`src/rtl/cdbg_pkg.sv`:
```
package cdbg_pkg;
  // Strobes from the control side to the datapath
  typedef struct packed {
    logic wrKey;
    logic wrCtrlA;
    logic wrCtrlB;
    logic unlocked;
  } cdbgStrobe_t;

  // Control A field positions
  localparam int BIT_DAISY_GRP = 0;
  localparam int BIT_UART_GRP  = 1;
  localparam int BIT_MIRROR    = 2;
  localparam int BIT_UART_TX   = 3;
  localparam int BIT_BAUD_SLOW = 4;
  localparam int CTRLA_W       = 5;
endpackage

```
`src/rtl/cdbg_ctrl.sv`:
```
module cdbg_ctrl
  import cdbg_pkg::*;
#(
  parameter int ADDR_W   = 4,
  parameter int DATA_W   = 8,
  parameter int KEY      = 8'hA5,
  parameter int ADDR_KEY = 0,
  parameter int ADDR_A   = 1,
  parameter int ADDR_B   = 2
) (
  input  logic              clk,
  input  logic              rstN,
  input  logic              regWe,
  input  logic [ADDR_W-1:0] regAddr,
  input  logic [DATA_W-1:0] regWdata,
  output cdbgStrobe_t       strobe,
  output logic [DATA_W-1:0] keyVal
);
  localparam logic [DATA_W-1:0] KEY_V  = DATA_W'(KEY);
  localparam logic [ADDR_W-1:0] A_KEY  = ADDR_W'(ADDR_KEY);
  localparam logic [ADDR_W-1:0] A_CTLA = ADDR_W'(ADDR_A);
  localparam logic [ADDR_W-1:0] A_CTLB = ADDR_W'(ADDR_B);

  logic [DATA_W-1:0] keyReg;

  always_comb begin
    strobe.wrKey    = regWe && (regAddr == A_KEY);
    strobe.wrCtrlA  = regWe && (regAddr == A_CTLA);
    strobe.wrCtrlB  = regWe && (regAddr == A_CTLB);
    strobe.unlocked = (keyReg == KEY_V);
  end

  always_ff @(posedge clk or negedge rstN) begin
    if (!rstN) keyReg <= '0;
    else if (strobe.wrKey) keyReg <= regWdata;
  end

  assign keyVal = keyReg;

  // lock state follows the value last written to the key address
  a_r2_unlock_follows_key: assert property (@(posedge clk) disable iff (!rstN)
    (regWe && regAddr == A_KEY) |=> (strobe.unlocked == ($past(regWdata) == KEY_V)));

  // the key only changes on a key write
  a_r2_key_hold: assert property (@(posedge clk) disable iff (!rstN)
    !(regWe && regAddr == A_KEY) |=> $stable(keyVal));

  // at most one register is written per cycle
  a_r11_one_strobe: assert property (@(posedge clk) disable iff (!rstN)
    $onehot0({strobe.wrKey, strobe.wrCtrlA, strobe.wrCtrlB}));
endmodule

```
`src/rtl/cdbg_datapath.sv`:
```
module cdbg_datapath
  import cdbg_pkg::*;
#(
  parameter int NUM_LINKS = 2,
  parameter int ADDR_W    = 4,
  parameter int DATA_W    = 8,
  parameter int ADDR_KEY  = 0,
  parameter int ADDR_A    = 1,
  parameter int ADDR_B    = 2,
  parameter int ADDR_STAT = 3
) (
  input  logic                 clk,
  input  logic                 rstN,
  input  cdbgStrobe_t          strobe,
  input  logic [DATA_W-1:0]    regWdata,
  input  logic [ADDR_W-1:0]    regAddr,
  input  logic [DATA_W-1:0]    keyVal,
  output logic [DATA_W-1:0]    regRdata,
  input  logic [NUM_LINKS-1:0] hwDaisyTxEn,
  input  logic [NUM_LINKS-1:0] hwDaisyRxEn,
  input  logic                 hwUartTxEn,
  output logic [NUM_LINKS-1:0] daisyTxEn,
  output logic [NUM_LINKS-1:0] daisyRxEn,
  output logic                 uartTxEn,
  output logic                 uartMirrorSel,
  output logic                 uartBaudSlow
);
  localparam int CTRLB_W = 2 * NUM_LINKS;
  localparam int STAT_W  = 4 + 2 * NUM_LINKS;

  logic [CTRLA_W-1:0] ctrlA;
  logic [CTRLB_W-1:0] ctrlB;
  logic daisyUser, uartUser;
  logic [STAT_W-1:0] statusWord;

  always_ff @(posedge clk or negedge rstN) begin
    if (!rstN) begin
      ctrlA <= '0;
      ctrlB <= '0;
    end else begin
      if (strobe.wrCtrlA) ctrlA <= regWdata[CTRLA_W-1:0];
      if (strobe.wrCtrlB) ctrlB <= regWdata[CTRLB_W-1:0];
    end
  end

  assign daisyUser = strobe.unlocked && ctrlA[BIT_DAISY_GRP];
  assign uartUser  = strobe.unlocked && ctrlA[BIT_UART_GRP];

  for (genvar g = 0; g < NUM_LINKS; g++) begin : gLink
    assign daisyTxEn[g] = daisyUser ? ctrlB[g]             : hwDaisyTxEn[g];
    assign daisyRxEn[g] = daisyUser ? ctrlB[NUM_LINKS + g] : hwDaisyRxEn[g];
  end

  assign uartTxEn      = hwUartTxEn | (uartUser & ctrlA[BIT_UART_TX]);
  assign uartMirrorSel = uartUser & ctrlA[BIT_MIRROR];
  assign uartBaudSlow  = uartUser & ctrlA[BIT_BAUD_SLOW];

  assign statusWord = {strobe.unlocked, uartTxEn, daisyRxEn, daisyTxEn, daisyUser, uartUser};

  always_comb begin
    regRdata = '0;
    case (regAddr)
      ADDR_W'(ADDR_KEY):  regRdata = keyVal;
      ADDR_W'(ADDR_A):    regRdata[CTRLA_W-1:0] = ctrlA;
      ADDR_W'(ADDR_B):    regRdata[CTRLB_W-1:0] = ctrlB;
      ADDR_W'(ADDR_STAT): regRdata[STAT_W-1:0]  = statusWord;
      default:            regRdata = '0;
    endcase
  end

  // stored overrides change only on their own writes
  a_r9_ctrla_hold: assert property (@(posedge clk) disable iff (!rstN)
    !strobe.wrCtrlA |=> $stable(ctrlA));
  a_r9_ctrlb_hold: assert property (@(posedge clk) disable iff (!rstN)
    !strobe.wrCtrlB |=> $stable(ctrlB));

  // without the UART group the UART pins are hardware-driven
  a_r8_uart_hw: assert property (@(posedge clk) disable iff (!rstN)
    !uartUser |-> (uartTxEn == hwUartTxEn && !uartMirrorSel && !uartBaudSlow));

  // mirroring never happens while locked
  a_r5_mirror_locked: assert property (@(posedge clk) disable iff (!rstN)
    uartMirrorSel |-> strobe.unlocked);

  // when locked the links follow hardware
  a_r4_links_hw: assert property (@(posedge clk) disable iff (!rstN)
    !strobe.unlocked |-> (daisyTxEn == hwDaisyTxEn && daisyRxEn == hwDaisyRxEn));
endmodule

```
`src/rtl/comm_debug_ctrl.sv`:
```
module comm_debug_ctrl
  import cdbg_pkg::*;
#(
  parameter int NUM_LINKS = 2,
  parameter int ADDR_W    = 4,
  parameter int DATA_W    = 8,
  parameter int KEY       = 8'hA5
) (
  input  logic                 clk,
  input  logic                 rstN,
  input  logic                 regWe,
  input  logic [ADDR_W-1:0]    regAddr,
  input  logic [DATA_W-1:0]    regWdata,
  output logic [DATA_W-1:0]    regRdata,
  input  logic [NUM_LINKS-1:0] hwDaisyTxEn,
  input  logic [NUM_LINKS-1:0] hwDaisyRxEn,
  input  logic                 hwUartTxEn,
  output logic [NUM_LINKS-1:0] daisyTxEn,
  output logic [NUM_LINKS-1:0] daisyRxEn,
  output logic                 uartTxEn,
  output logic                 uartMirrorSel,
  output logic                 uartBaudSlow
);
  localparam int ADDR_KEY  = 0;
  localparam int ADDR_A    = 1;
  localparam int ADDR_B    = 2;
  localparam int ADDR_STAT = 3;

  cdbgStrobe_t       strobe;
  logic [DATA_W-1:0] keyVal;

  cdbg_ctrl #(
    .ADDR_W(ADDR_W), .DATA_W(DATA_W), .KEY(KEY),
    .ADDR_KEY(ADDR_KEY), .ADDR_A(ADDR_A), .ADDR_B(ADDR_B)
  ) uCtrl (
    .clk(clk), .rstN(rstN), .regWe(regWe), .regAddr(regAddr),
    .regWdata(regWdata), .strobe(strobe), .keyVal(keyVal)
  );

  cdbg_datapath #(
    .NUM_LINKS(NUM_LINKS), .ADDR_W(ADDR_W), .DATA_W(DATA_W),
    .ADDR_KEY(ADDR_KEY), .ADDR_A(ADDR_A), .ADDR_B(ADDR_B), .ADDR_STAT(ADDR_STAT)
  ) uData (
    .clk(clk), .rstN(rstN), .strobe(strobe), .regWdata(regWdata),
    .regAddr(regAddr), .keyVal(keyVal), .regRdata(regRdata),
    .hwDaisyTxEn(hwDaisyTxEn), .hwDaisyRxEn(hwDaisyRxEn), .hwUartTxEn(hwUartTxEn),
    .daisyTxEn(daisyTxEn), .daisyRxEn(daisyRxEn), .uartTxEn(uartTxEn),
    .uartMirrorSel(uartMirrorSel), .uartBaudSlow(uartBaudSlow)
  );
endmodule

```
`config.mk`:
```
export PLATFORM = sky130hd
export DESIGN_NAME = comm_debug_ctrl
export DESIGN_NICKNAME = d
export VERILOG_FILES = /design/src/rtl/cdbg_pkg.sv /design/src/rtl/cdbg_ctrl.sv /design/src/rtl/cdbg_datapath.sv /design/src/rtl/comm_debug_ctrl.sv
export SDC_FILE = /design/constraint.sdc
export NUM_CORES = 1
export LEC_CHECK = 0
export ABC_AREA = 1
export BUFFER_PORTS_ARGS = -buffer_cell sky130_fd_sc_hd__buf_4
export CORE_MARGIN = 3
export CORE_UTILIZATION = 25
export CTS_CLUSTER_SIZE = 10
export DETAILED_ROUTE_END_ITERATION = 7
export MAX_ROUTING_LAYER = met4
export PLACE_DENSITY_LB_ADDON = 0.2
export SETUP_SLACK_MARGIN = 0.05
export SLEW_MARGIN = 5
export SYNTH_ARGS = -nofsm -noshare
export SYNTH_HDL_FRONTEND = slang
export SYNTH_HIERARCHICAL = 1
export SYNTH_SLANG_ARGS = --single-unit
```
`constraint.sdc`:
```
create_clock -name clk -period 1.66 [get_ports clk]
set_input_delay 0.166 -clock clk [delete_from_list [all_inputs] [get_ports clk]]
set_output_delay 0.166 -clock clk [all_outputs]
set_load 0.03 [all_outputs]
```
Word level (Yosys, flattened, before mapping)
Cells that the tools add are included.
{"block": "op_classes", "eq_ne": 4, "muxes": 7, "bitwise_logic": 4, "reduce_logical": 6}
{"operator": "case mux 4 bit (4 select lines)", "n": 1}
{"operator": "equality test 4 x 2 -> 1 bit (second input constant)", "n": 2}
{"operator": "equality test 8 bit (second input constant)", "n": 1}
{"operator": "case mux 3 bit (2 select lines)", "n": 1}
{"operator": "logical AND 1 bit", "n": 5}
{"operator": "equality test 4 x 1 -> 1 bit (second input constant)", "n": 1}
{"operator": "zero test 4 bit", "n": 1}
{"operator": "2-to-1 mux 1 bit", "n": 4}
{"operator": "bitwise AND 1 bit", "n": 3}
{"operator": "case mux 1 bit (3 select lines)", "n": 1}
{"operator": "bitwise OR 1 bit", "n": 1}
{"block": "word_totals", "reg_bits": 17, "inputBits": 20, "output_inout_bits": 15, "word_cells": 24}

Depth between registers and ports, before layout
Gate-level depths: netlist of the first run.
{"block": "depth", "ltp_word": 5, "depth_mapped": 8}

Cells and area by module
The synthesis of the first run kept the hierarchy.
{"mod": "cdbg_datapath", "instances": 1, "cells_each": 91, "area_each_um2": 653.1, "seq_area_each_um2": 225.2}
{"mod": "cdbg_ctrl", "instances": 1, "cells_each": 50, "area_each_um2": 427.9, "seq_area_each_um2": 200.2}

Least setup slack after synthesis of the first run
OpenSTA, ideal clock, no wires.
{"block": "synth_timing", "path_kind": "register -> output", "from": "register uCtrl.keyReg[4], in the netlist uCtrl/keyVal[4]", "to": "output port regRdata[2]", "arrival_ns": 1.594, "path_slack_ns": -0.100, "stages_incl_launch_ff": 9, "path_buffers": 0, "path_cell_list": "dfrtp_1 nor2_1 nand3_1 nor2_1 nand2_2 nand2_1 nand2_1 nand2_1 nand4_1"}
{"element": "start, declared", "line_no": "cdbg_ctrl.sv:24", "text": "logic [DATA_W-1:0] keyReg;"}
{"element": "start signal, assigned", "line_no": "cdbg_ctrl.sv:35", "text": "else if (strobe.wrKey) keyReg <= regWdata;"}
{"element": "end, declared", "line_no": "comm_debug_ctrl.sv:14", "text": "output logic [DATA_W-1:0] regRdata,"}

==> impl_metrics.yaml, run 1 <==
floorplan:
  ioPinCount: 35
  die_area_um2: 5133
  coreArea_um2: 4086
  die_h_um: 71.65
  initial_utilization: 0.2636
  die_width_um: 71.65
  num_rows: 23
clock_network:
  tritoncts: "yes"
  clk-insertion-delay-late_ns: 0.25
  clockRootBuffer: "clkbuf_8"
  cts_buffer_depth: 2
  clkTransAtPathRegs_ns: 0.06
  cts_buffers: 3
  cts_sinks: 17
  h-tree-depth: 1
timing:
  drv_slew: 0
  post-route-min-period_ns: 1.801
  fin_setup_tns_ns: -0.9663
  rsz0062_at_grt: "true"
  finalClockSkew_ns: 0
  relSlewSlack: 0.7546
  finalHoldViolations: 0
  worst_slew_pin_slew_ns: 0.3668
  period_share: 1.085
  setup_viol: 11
  finalWorstSetupSlack_ns: -0.1408
  fmax_mhz: 555.3
final_layout:
  fillers: 419
  diodes: 0
  drive_above_1_share: 0.4225
  final_nets: 208
  utilization: 0.4094
  area_growth_pct: 55.28
global_route:
  grt_max_degree: 18
  grt_overflow: 0
  gr-usage-all-layers: 0.1377
  antenna_found_initial: 0
  first_global_vias: 1097
  grt_pass1_wl_um: 5388
critical_path:
  critPathLaunchType: "flip-flop"
  cp-end-kind: "output port"
  cpMaxStageDelayCell: "dfrtp_1"
  rr_endpoint: "uData/ctrlA[0]"
  path_max_fanout: 3
  crit_chain: "inv_1 > nand4_1 > nor2_4 > buf_6 > nand2_8 > o21bai_4 > nand2_1 > nand2_1 > buf_6"
  rr_startpoint: "uData/ctrlA[0]"
  worstPathArrival_ns: 1.63
  path_depth: 9
  required_ns: 1.49
  cp_top_family: "simple AND/OR/NAND/NOR gates"
  crit_type: "reg2out"
  cp_num_buf_inv: 3
  rrSetupSlack_ns: 0.75
  slowest_delay_ns: 0.38
  r2r_cells: 1
  crit_end: "regRdata[6]"
  critPathLaunch: "uCtrl/keyVal[1]"
routing:
  drc: 0
  vias_per_cell: 4.814
  num_vias: 1141
  detail_route.wirelength_um: 3268
  avgRoutedWirePerCell_um: 13.79
  antenna_left: 0
  firstDrtPassIters: 4
  drtIter0Drc: 62
power_and_ir_drop:
  p_per_area_nw_per_um2: 746.8
  p_leak_nw: 0.8015
  vdd_drop_max_uv: 253.6
place:
  place_ws_ns: 0.03913
  numPortBuffers: 34
  dp_hpwl_um: 2534
  gp_congestion: 0.8056
worst_hold_path:
  hold_class: "in2reg"
  hold_depth: 3
yosys:
  ys_warn_count: 6
  syn_nets: 160
  synth_cells: 140
  avgSynthCellArea_um2: 7.695
  synthesis.area_um2: 1077
run_status:
  outcome: "complete, but fails checks"
  violations: "negative setup slack"
job:
  drv_cap: 0
state kept, by name, indices dropped and copies added (netlist names):
register and count:
uData/ctrlB 4, uData/ctrlA 5, uCtrl/keyVal 8
cells in the final DEF, fill, tap and decap left out, drive strengths merged:
cell type / n
nand2: 43
dlygate4sd3: 1
dfrtp: 17
nor3: 1
buf: 45
mux2: 4
nor2: 13
nand3: 23
nand4: 13
o21bai: 1
o21ai: 7
inv: 15
clkbuf: 4
repair_timing:
item | CTS | global route
gates resized for setup | 18 | 18
endpoints found under the hold margin | 17 | 0
endpoints found under the setup margin | 14 | 15
buffers inserted | 4 | 3
hold buffers | 1 | 0
pin swaps | 4 | 2
layer usage:
metal  global-route usage  wire length (µm)  vias up  part of all wire
met5                    -                 0        -                 0
met4              0.04384                17        0            0.0052
met3              0.03226               202        2             0.062
li1                     -                 -      566                 -
met1               0.1758              1404      540              0.43
met2               0.2153              1644       33              0.50
worst min path at each step:
stage | slack, ns | end | startpoint
2_1_floorplan | -0.13 | uCtrl/keyVal[0] | rstN
6_report | 0.15 | uData/ctrlA[4] | regWdata[4]
5_1_grt | 0.16 | uData/ctrlB[1] | regWdata[1]
3_3_place_gp | 0.05 | uData/ctrlB[0] | rstN
3_5_place_dp | 0.05 | uData/ctrlA[0] | rstN
4_1_cts | 0.14 | uData/ctrlA[4] | regWdata[4]
layout make-up:
type | count | area [µm²] | area share
Timing Repair Buffer | 46 | 419.2 | 0.2506
Inverter | 15 | 56.30 | 0.03366
Tap cell | 50 | 62.56 | 0.03740
Clock buffer | 4 | 45.04 | 0.02693
Multi-Input combinational cell | 105 | 664.4 | 0.3972
Sequential cell | 17 | 425.4 | 0.2543
per-stage QoR:
step                cell area (µm²)  power [mW]  cells  hold slack [ns]
floorplan                      1115      0.7543    140          -0.1296
global placement               1435      0.8803    225          0.04773
detailed placement             1435      0.8907    225          0.04712
CTS                            1584       1.247    234           0.1429
global route                   1673       1.335    237           0.1637
finish                         1673       1.249    237           0.1470
where the power goes:
| part | leakage (nW) | internal, mW | switching, mW |
|---|---|---|---|
| clock network | 0.0228 | 0.170 | 0.136 |
| registers | 0.210 | 0.506 | 0.0818 |
| logic | 0.568 | 0.151 | 0.205 |
Power figures use the tool's default switching activity.
==> run 2, diff against run 1 <==
Settings changed: CAP_MARGIN set to 25, CELL_PAD_IN_SITES_DETAIL_PLACEMENT set to 1, CELL_PAD_IN_SITES_GLOBAL_PLACEMENT set to 1.
==> run 2 against run 1 <==
  * The run still ends with negative setup slack left
  * Routed wire length rose by 9.8%
  * Highest routed layer unchanged
  * Critical endpoint is now regRdata[1]
  * Worst hold slack improved by 0.0025 ns
  * Via count rose by 0.44%
  * Worst setup slack got worse by 0.043 ns
  * Largest cell class unchanged
  * Critical path depth did not move
  * Sequential power fell by 2%
  * Die area did not move
==> impl_metrics.yaml, run 2 (synthesis gave the netlist of run 1 again) <==
power_and_ir_drop:
  p_leak_nw: 0.7974
  power_mw: 1.256
  vdd_drop_max_uv: 285.5
  p_per_area_nw_per_um2: 786.7
final_layout:
  area_growth_pct: 48.20
  register_area_um2: 425.4
  final_nets: 208
  multi_input_area_um2: 628.1
  layout_commonest_cell: "buf_4"
  fillers: 502
  utilization: 0.3907
  drive_above_1_share: 0.3957
  diodes: 0
  final_cell_mix: "buf_4 (37), nand2_1 (34), nand3_1 (21)"
  largest_reg_flops: 8
floorplan:
  num_rows: 23
  initial_utilization: 0.2636
  die_h_um: 71.65
  die_area_um2: 5133
  coreArea_um2: 4086
  ioPinCount: 35
  die_width_um: 71.65
clock_network:
  cts_buffer_depth: 2
  clkTransAtPathRegs_ns: 0.08
  tritoncts: "yes"
  clk-insertion-delay-late_ns: 0.25
  h-tree-depth: 1
  clockRootBuffer: "clkbuf_8"
  cts_buffers: 3
  cts_sinks: 17
critical_path:
  path_depth: 9
  crit_type: "reg2out"
  required_ns: 1.49
  cpMaxStageDelayCell: "dfrtp_1"
  cp_top_family: "simple AND/OR/NAND/NOR gates"
  worstPathArrival_ns: 1.68
  cp-end-kind: "output port"
  r2r_cells: 1
  slowest_delay_ns: 0.39
  path_max_fanout: 7
  cp_num_buf_inv: 3
  critPathLaunchType: "flip-flop"
  crit_chain: "nor2_1 > nand3_1 > nor2_4 > nand2_4 > buf_4 > inv_1 > nand2_1 > nand4_1 > buf_6"
global_route:
  gr-usage-all-layers: 0.1531
  antenna_found_initial: 0
  met1_usage: 0.1953
  grt.busiest_layer: "met2"
  grt_pass1_wl_um: 5885
  grt_overflow: 0
  grt_max_degree: 18
  use_met3: 0.02525
  first_global_vias: 1179
  grt_util_met2: 0.2500
routing:
  drc: 0
  firstDrtPassIters: 3
  num_vias: 1146
  vias_per_cell: 4.835
  drtIter0Drc: 34
  avgRoutedWirePerCell_um: 15.14
  detail_route.wirelength_um: 3587
  antenna_left: 0
timing:
  drv_slew: 0
  post-route-min-period_ns: 1.844
  relSlewSlack: 0.7393
  period_share: 1.111
  setup_viol: 13
  rsz0062_at_grt: "true"
  finalClockSkew_ns: 0
  finalHoldViolations: 0
  worst_slew_pin_slew_ns: 0.3901
  finalWorstSetupSlack_ns: -0.1839
  fmax_mhz: 542.3
run_status:
  violations: "negative setup slack"
  outcome: "complete, but fails checks"
place:
  numPortBuffers: 34
  gp_congestion: 0.7337
  dp_hpwl_um: 2757
worst_hold_path:
  hold_class: "in2reg"
  hold_depth: 3
job:
  drv_cap: 0
[run 2: cell count changes in the layout (fill, tap and decap cells not counted), sizes merged]
| cell | before | now |
|---|---|---|
| clkbuf | 4 | 3 |
| clkinv | 0 | 1 |
[run 2: final timing paths]
check / start / end / slack (ns)
min: regWdata[3] / uData/ctrlB[3] / 0.15
max: uCtrl/keyVal[4] / regRdata[1] / -0.18
min in group asynchronous: rstN / uData/ctrlA[2] / 0.31
min reg2reg: uCtrl/keyVal[2] / uCtrl/keyVal[2] / 0.51
max reg2reg: uData/ctrlA[0] / uData/ctrlA[0] / 0.79
max in group asynchronous: rstN / uCtrl/keyVal[0] / 1.15
[run 2: metrics by stage]
| stage | setup WS, ns | setup TNS (ns) | hold slack, ns | std cells | area (µm²) |
|---|---|---|---|---|---|
| floorplan | 0.01828 | 0 | -0.1296 | 140 | 1115 |
| finish | -0.1839 | -1.327 | 0.1495 | 237 | 1597 |
| global route | -0.2900 | -2.528 | 0.1522 | 237 | 1597 |
| global placement | 0.05177 | 0 | 0.04468 | 227 | 1450 |
| detailed placement | 0.02019 | 0 | 0.04906 | 227 | 1450 |
| CTS | -0.1654 | -1.241 | 0.1415 | 235 | 1575 |
[run 2: layer usage]
metal / share of wire / vias up
met5: 0 / -
li1: - / 563
met2: 0.50 / 21
met1: 0.45 / 556
met4: 0.011 / 0
met3: 0.034 / 6
[run 2: worst min-delay path: stages]
cell and delay, ns:
buf_4 0.11, nand2_1 0.05, o21ai_0 0.06
[run 2: area by class of cell]
cell class | instances | area share
Multi-Input combinational cell | 105 | 0.3934
Tap cell | 50 | 0.03918
Timing Repair Buffer | 46 | 0.2367
Clock inverter | 1 | 0.003135
Clock buffer | 3 | 0.02586
Sequential cell | 17 | 0.2665
Inverter | 15 | 0.03527
[run 2: where the power goes]
part           internal [mW]  switching (mW)  total (mW)
Clock                  0.167           0.156       0.324
Combinational          0.152           0.204       0.356
Sequential             0.506          0.0703       0.576
Total                  0.825           0.431        1.26
[run 2: repair_timing]
item / in CTS / in global routing
hold buffers: 1 / 0
endpoints found under the setup margin: 14 / 15
setup buffers: 3 / 2
gates cloned: 0 / 0
resized for setup: 13 / 2
endpoints found under the hold margin: 17 / 0
pin swaps: 2 / 2
